===== src/rtl/arx_perm_pkg.sv =====
package arx_perm_pkg;

  // matrix geometry of the permutation state
  localparam int N_SIDE  = 4;
  localparam int N_WORDS = N_SIDE * N_SIDE;

  // kind of step executed in one clock
  typedef enum logic {
    STEP_COL  = 1'b0,
    STEP_DIAG = 1'b1
  } step_e;

endpackage


===== src/rtl/arx_qround.sv =====
module arx_qround #(
  parameter int W  = 32,
  parameter int R0 = 8,
  parameter int R1 = 11,
  parameter int R2 = 16,
  parameter int R3 = 31
) (
  input  logic [W-1:0] a_i,
  input  logic [W-1:0] b_i,
  input  logic [W-1:0] c_i,
  input  logic [W-1:0] d_i,
  output logic [W-1:0] a_o,
  output logic [W-1:0] b_o,
  output logic [W-1:0] c_o,
  output logic [W-1:0] d_o
);

  // carry-free mixing: top bit of the shifted AND term is dropped
  function automatic logic [W-1:0] mix(input logic [W-1:0] x, input logic [W-1:0] y);
    return (x ^ y) ^ ((x & y) << 1);
  endfunction

  // cyclic right rotation by a constant amount
  function automatic logic [W-1:0] rotr(input logic [W-1:0] x, input int n);
    return (x >> n) | (x << (W - n));
  endfunction

  logic [W-1:0] a1, b1, c1, d1;
  logic [W-1:0] a2, b2, c2, d2;

  // eight dependent updates in fixed order
  assign a1 = mix(a_i, b_i);
  assign d1 = rotr(a1 ^ d_i, R0);
  assign c1 = mix(c_i, d1);
  assign b1 = rotr(c1 ^ b_i, R1);
  assign a2 = mix(a1, b1);
  assign d2 = rotr(a2 ^ d1, R2);
  assign c2 = mix(c1, d2);
  assign b2 = rotr(c2 ^ b1, R3);

  assign a_o = a2;
  assign b_o = b2;
  assign c_o = c2;
  assign d_o = d2;

endmodule


===== src/rtl/arx_row_rot.sv =====
module arx_row_rot
  import arx_perm_pkg::*;
#(
  parameter int W    = 32,
  parameter bit LEFT = 1'b1
) (
  input  logic [W-1:0] in_w  [N_WORDS],
  output logic [W-1:0] out_w [N_WORDS]
);

  // row r is rotated by r word positions; LEFT picks the direction
  for (genvar r = 0; r < N_SIDE; r++) begin : g_row
    for (genvar c = 0; c < N_SIDE; c++) begin : g_col
      if (LEFT) begin : g_left
        assign out_w[N_SIDE*r + c] = in_w[N_SIDE*r + ((c + r) % N_SIDE)];
      end else begin : g_right
        assign out_w[N_SIDE*r + ((c + r) % N_SIDE)] = in_w[N_SIDE*r + c];
      end
    end
  end

endmodule


===== src/rtl/arx_perm_step.sv =====
module arx_perm_step
  import arx_perm_pkg::*;
#(
  parameter int W  = 32,
  parameter int R0 = 8,
  parameter int R1 = 11,
  parameter int R2 = 16,
  parameter int R3 = 31
) (
  input  logic [W-1:0] cur_w [N_WORDS],
  input  step_e        kind,
  output logic [W-1:0] nxt_w [N_WORDS]
);

  logic [W-1:0] skew_w   [N_WORDS];
  logic [W-1:0] pre_w    [N_WORDS];
  logic [W-1:0] mixed_w  [N_WORDS];
  logic [W-1:0] unskew_w [N_WORDS];

  // diagonals become columns after the left skew
  arx_row_rot #(.W(W), .LEFT(1'b1)) u_skew (
    .in_w  (cur_w),
    .out_w (skew_w)
  );

  always_comb begin
    for (int i = 0; i < N_WORDS; i++) begin
      pre_w[i] = (kind == STEP_DIAG) ? skew_w[i] : cur_w[i];
    end
  end

  // four shared column units
  for (genvar c = 0; c < N_SIDE; c++) begin : g_unit
    arx_qround #(.W(W), .R0(R0), .R1(R1), .R2(R2), .R3(R3)) u_qr (
      .a_i (pre_w[c]),
      .b_i (pre_w[N_SIDE + c]),
      .c_i (pre_w[2*N_SIDE + c]),
      .d_i (pre_w[3*N_SIDE + c]),
      .a_o (mixed_w[c]),
      .b_o (mixed_w[N_SIDE + c]),
      .c_o (mixed_w[2*N_SIDE + c]),
      .d_o (mixed_w[3*N_SIDE + c])
    );
  end

  arx_row_rot #(.W(W), .LEFT(1'b0)) u_unskew (
    .in_w  (mixed_w),
    .out_w (unskew_w)
  );

  always_comb begin
    for (int i = 0; i < N_WORDS; i++) begin
      nxt_w[i] = (kind == STEP_DIAG) ? unskew_w[i] : mixed_w[i];
    end
  end

endmodule


===== src/rtl/arx_perm_ctrl.sv =====
module arx_perm_ctrl
  import arx_perm_pkg::*;
#(
  parameter int L_SHORT = 4,
  parameter int L_LONG  = 6
) (
  input  logic  clk,
  input  logic  rst,
  input  logic  start,
  input  logic  long_mode,
  output logic  load,
  output logic  step_en,
  output step_e kind,
  output logic  busy,
  output logic  done
);

  localparam int L_MAX    = (L_LONG > L_SHORT) ? L_LONG : L_SHORT;
  localparam int CW       = $clog2(2 * L_MAX);
  localparam int LAST_SH  = 2 * L_SHORT - 1;
  localparam int LAST_LG  = 2 * L_LONG - 1;

  logic [CW-1:0] step_q;
  logic [CW-1:0] last_q;
  logic          busy_q;
  logic          done_q;

  // a start is taken only when idle
  assign load    = start && !busy_q;
  assign step_en = busy_q;
  // even steps are column steps, odd steps diagonal steps
  assign kind    = step_q[0] ? STEP_DIAG : STEP_COL;

  always_ff @(posedge clk) begin
    if (rst) begin
      step_q <= '0;
      last_q <= '0;
      busy_q <= 1'b0;
      done_q <= 1'b0;
    end else begin
      done_q <= 1'b0;
      if (load) begin
        busy_q <= 1'b1;
        step_q <= '0;
        last_q <= long_mode ? CW'(LAST_LG) : CW'(LAST_SH);
      end else if (busy_q) begin
        if (step_q == last_q) begin
          busy_q <= 1'b0;
          done_q <= 1'b1;
        end else begin
          step_q <= step_q + 1'b1;
        end
      end
    end
  end

  assign busy = busy_q;
  assign done = done_q;

endmodule


===== src/rtl/arx_perm_core.sv =====
module arx_perm_core
  import arx_perm_pkg::*;
#(
  parameter int W       = 32,
  parameter int L_SHORT = 4,
  parameter int L_LONG  = 6,
  parameter int R0      = 8,
  parameter int R1      = 11,
  parameter int R2      = 16,
  parameter int R3      = 31
) (
  input  logic         clk,
  input  logic         rst,
  input  logic         start,
  input  logic         long_mode,
  input  logic [W-1:0] state_in  [N_WORDS],
  output logic         busy,
  output logic         done,
  output logic [W-1:0] state_out [N_WORDS]
);

  logic         load;
  logic         step_en;
  step_e        kind;
  logic [W-1:0] st_q   [N_WORDS];
  logic [W-1:0] st_nxt [N_WORDS];

  arx_perm_ctrl #(.L_SHORT(L_SHORT), .L_LONG(L_LONG)) u_ctrl (
    .clk       (clk),
    .rst       (rst),
    .start     (start),
    .long_mode (long_mode),
    .load      (load),
    .step_en   (step_en),
    .kind      (kind),
    .busy      (busy),
    .done      (done)
  );

  arx_perm_step #(.W(W), .R0(R0), .R1(R1), .R2(R2), .R3(R3)) u_step (
    .cur_w (st_q),
    .kind  (kind),
    .nxt_w (st_nxt)
  );

  // single state register: loaded on accept, updated once per step
  always_ff @(posedge clk) begin
    if (rst) begin
      for (int i = 0; i < N_WORDS; i++) st_q[i] <= '0;
    end else if (load) begin
      for (int i = 0; i < N_WORDS; i++) st_q[i] <= state_in[i];
    end else if (step_en) begin
      for (int i = 0; i < N_WORDS; i++) st_q[i] <= st_nxt[i];
    end
  end

  assign state_out = st_q;

endmodule


===== config.mk =====
export PLATFORM = sky130hd
export DESIGN_NAME = arx_perm_core
export DESIGN_NICKNAME = d
export VERILOG_FILES = /design/src/rtl/arx_perm_pkg.sv /design/src/rtl/arx_qround.sv /design/src/rtl/arx_row_rot.sv /design/src/rtl/arx_perm_step.sv /design/src/rtl/arx_perm_ctrl.sv /design/src/rtl/arx_perm_core.sv
export SDC_FILE = /design/constraint.sdc
export NUM_CORES = 2
export LEC_CHECK = 0
export ABC_CLOCK_PERIOD_IN_PS = 6300
export BUFFER_PORTS_ARGS = -buffer_cell sky130_fd_sc_hd__clkbuf_2
export CORE_AREA = 4 4 397 399
export DETAILED_ROUTE_END_ITERATION = 8
export DIE_AREA = 0 0 401 403
export PLACE_DENSITY = 0.5
export SLEW_MARGIN = 30
export SYNTH_ARGS = -nofsm -noshare
export SYNTH_HDL_FRONTEND = slang
export SYNTH_SLANG_ARGS = --single-unit

===== constraint.sdc =====
create_clock -name clk -period 6.3 [get_ports clk]
set_input_delay 0.315 -clock clk [delete_from_list [all_inputs] [get_ports clk]]
set_output_delay 0.315 -clock clk [all_outputs]
set_load 0.005 [all_outputs]

==> metrics.csv <==
metric,value,unit
pin count of the biggest net entering global routing,198,
cells along the critical path,buf_12 > buf_4 > mux2i_1 > xnor2_1 > ha_1 > xor2_1 > xor2_1 > buf_4 > inv_1 > ha_1 > xnor2_1 > buf_4 > xnor2_1 > ha_1 > xnor2_1 > xnor2_1 > o21ai_0 > a211oi_1,
port bufs,1029,
chip width,401,µm
Critical Path Fanout Max,36,
GRT overflow,0,
status,"finished, violations left",
Synth area leaders,"dfxtp_1 22%, a211oi_1 15%, ha_1 13%",
vias in the first global route,49936,
GRT Total Usage,46.0,%
core area,154000,µm²
num ports,1030,
Crit. End Element,register,
DPL Wire Length,336000,µm
"commonest non-fill, non-tap cells in the layout","1,092 x buf_4, 1,027 x clkbuf_2, 908 x a211oi_1, 519 x dfxtp_1, 502 x xnor2_1",
Crit Path Category,reg2reg,
Worst-path clk slew,0.06,ns
largest area contributor in the netlist,dfxtp_1,
mapped cell area,47200,µm²
Final Hold Slack,0.0273,ns
CP max stage delay,0.63,ns
Most Frequent Cell on Critical Path,xnor2_1,
count of pins over their slew limit,0,
post-route setup slack,-0.0645,ns
Fillers,15374,
sequential fraction of the synthesis area,22.1,%
failing checks,setup timing,
CTS Buffer Depth,3,
max-cap viol count,0,
Sink Count,521,
Iter 0 DRT Violations,6260,
drt pass-1 iters,6,
worst slew pin tran,1.28,ns
Yosys top cell area share,22.1,%
vias post-DR,52048,
Via density,5.56,
"Slowest-stage cell, CP",mux2i_1,
routed len/inst,41.7,µm
Remaining DRCs,0,
post-CTS setup buffer count,0,
Tmin final,6.36,ns
fin crit share,101,%
worst rel slew slack,14.6,%
clk_lat worst skew,0.73,ns
ys flop type,dfxtp_1,
crit start category,register,
Worst Path Required,6.85,ns
# nets final,8270,
"most common cell after layout, fill and taps aside",buf_4,
Layout area overhead,44.6,%
first-pass GRT wire length,494000,µm
share of cells above drive strength 1,35.4,%
"Hold Violations, Final",0,
die area,162000,µm²
Initial Util,30.7,%
CTS root buf,clkbuf_16,
Crit path buffers/inverters,5,
syn avg cell area,9.30,µm²
Top delay family on crit path,XOR/XNOR gates,
Post-synth EDFFs,0,
#FFs+latches synth,521,
GP Congestion,1.07,
final wirelength,391000,µm
total CTS buffers,69,
Hold WC Path Type,in2reg,
Ys Warns,0,
Post-Syn Instances,5071,
Worst Path Arrival,6.91,ns
H-tree depth,3,
asr flop ratio synth,0,%
Die H,403,µm
final setup TNS,-0.0645,ns
clk_skew,0.0417,ns
CTS tree,yes,
initial antenna violation count,26,
num rows,144,
FMAX,0.157,GHz
Netlist cell types,40,
ANT nets after route,0,
syn nets,6084,
final setup violation count,1,
[flip-flops by register name, summed over array words and instances, names as in the netlist]
name           count
u_ctrl.done        1
u_ctrl.busy        1
state_out        512
u_ctrl.step_q      4
u_ctrl.last_q      3
[through the flow]
stage	util [%]	worst slack, ns	instance area (µm²)	cells
2_1_floorplan	-	1.44	47200	5071
3_3_place_gp	40.3	-0.694	62000	8881
3_5_place_dp	40.3	-0.535	62100	8881
4_1_cts	44.2	0.0101	68000	9349
5_1_grt	44.3	-0.00779	68200	9349
6_report	44.3	-0.0645	68200	9364
[cell usage after synthesis (2+ instances only)]
| cell type | count |
|---|---|
| clkbuf_1 | 287 |
| xnor2_2 | 29 |
| xor2_2 | 4 |
| a21oi_1 | 139 |
| xnor2_1 | 530 |
| o21ai_1 | 2 |
| nor3_1 | 6 |
| mux2_2 | 200 |
| buf_6 | 12 |
| a211oi_1 | 912 |
| buf_1 | 29 |
| a311oi_1 | 14 |
| mux2i_1 | 455 |
| nor2_1 | 102 |
| o211ai_1 | 8 |
| nor2b_1 | 415 |
| xor3_1 | 7 |
| mux2i_2 | 8 |
| xor2_1 | 453 |
| a221oi_2 | 2 |
| xnor3_1 | 12 |
| inv_1 | 109 |
| buf_12 | 3 |
| dfxtp_1 | 521 |
| o21a_1 | 2 |
| inv_2 | 2 |
| o21ai_0 | 39 |
| ha_1 | 497 |
| nand2_1 | 181 |
| or2_2 | 29 |
| buf_2 | 41 |
| buf_4 | 12 |
| nand3_1 | 2 |
[final cells by class]
| cell class | count | area [µm²] | area share, % |
|---|---|---|---|
| Antenna cell | 15 | 37.5 | 0.0550 |
| Tap cell | 2044 | 2560 | 3.75 |
| Sequential cell | 521 | 10400 | 15.3 |
| Clock buffer | 99 | 2060 | 3.02 |
| Multi-Input combinational cell | 4055 | 35100 | 51.4 |
| Timing Repair Buffer | 2499 | 17400 | 25.5 |
| Clock inverter | 20 | 201 | 0.295 |
| Inverter | 111 | 429 | 0.629 |
[path summary, 6_finish.rpt]
kind                            startpoint                            end  slack [ns]  depth (start not counted)
min reg2reg  u_ctrl.last_q[1]$_SDFFE_PP0P_  u_ctrl.last_q[1]$_SDFFE_PP0P_        0.50                          2
max          u_ctrl.step_q[0]$_SDFFE_PP0P_    state_out[382]$_SDFFE_PP0P_       -0.06                         18
max reg2reg  u_ctrl.step_q[0]$_SDFFE_PP0P_    state_out[382]$_SDFFE_PP0P_       -0.06                         18
min                          state_in[150]    state_out[150]$_SDFFE_PP0P_        0.03                          3
[worst reg2reg max path: stages (launching register included)]
cell      delay [ns]
dfxtp_4         0.50
buf_12          0.29
buf_4           0.54
mux2i_1         0.63
xnor2_1         0.37
ha_1            0.41
xor2_1          0.34
xor2_1          0.18
buf_4           0.21
inv_1           0.07
ha_1            0.20
xnor2_1         0.14
buf_4           0.17
xnor2_1         0.50
ha_1            0.35
xnor2_1         0.46
xnor2_1         0.17
o21ai_0         0.52
a211oi_1        0.16
[logic make-up after synthesis]
kind of cell    synth area share (%)
compound gates                  16.9
xor+xnor                        20.4
fa+ha+maj                       13.2
buf+inv                         4.44
flops                           22.1
mux                             14.7
simple gates                    8.28
[per-layer routing]
layer  vias to the layer above  track usage [%]  share of wire (%)
met5                         -                0              0.028
met4                        16             31.8                8.6
met3                       776             8.18                7.4
met2                      3062             71.7                 43
met1                     25532             57.8                 41
li1                      22662                -                  -
[repair_timing]
item                                   4_1_cts  5_1_grt
hold buffers                               349        0
endpoints found under the hold margin      349        0
setup endpoints to repair                   23       36
gates resized for setup                     18       31
pin swaps                                    0        2
Power is not shown: default switching activity piles up to over one toggle a cycle in this logic, so the estimate is an artifact.
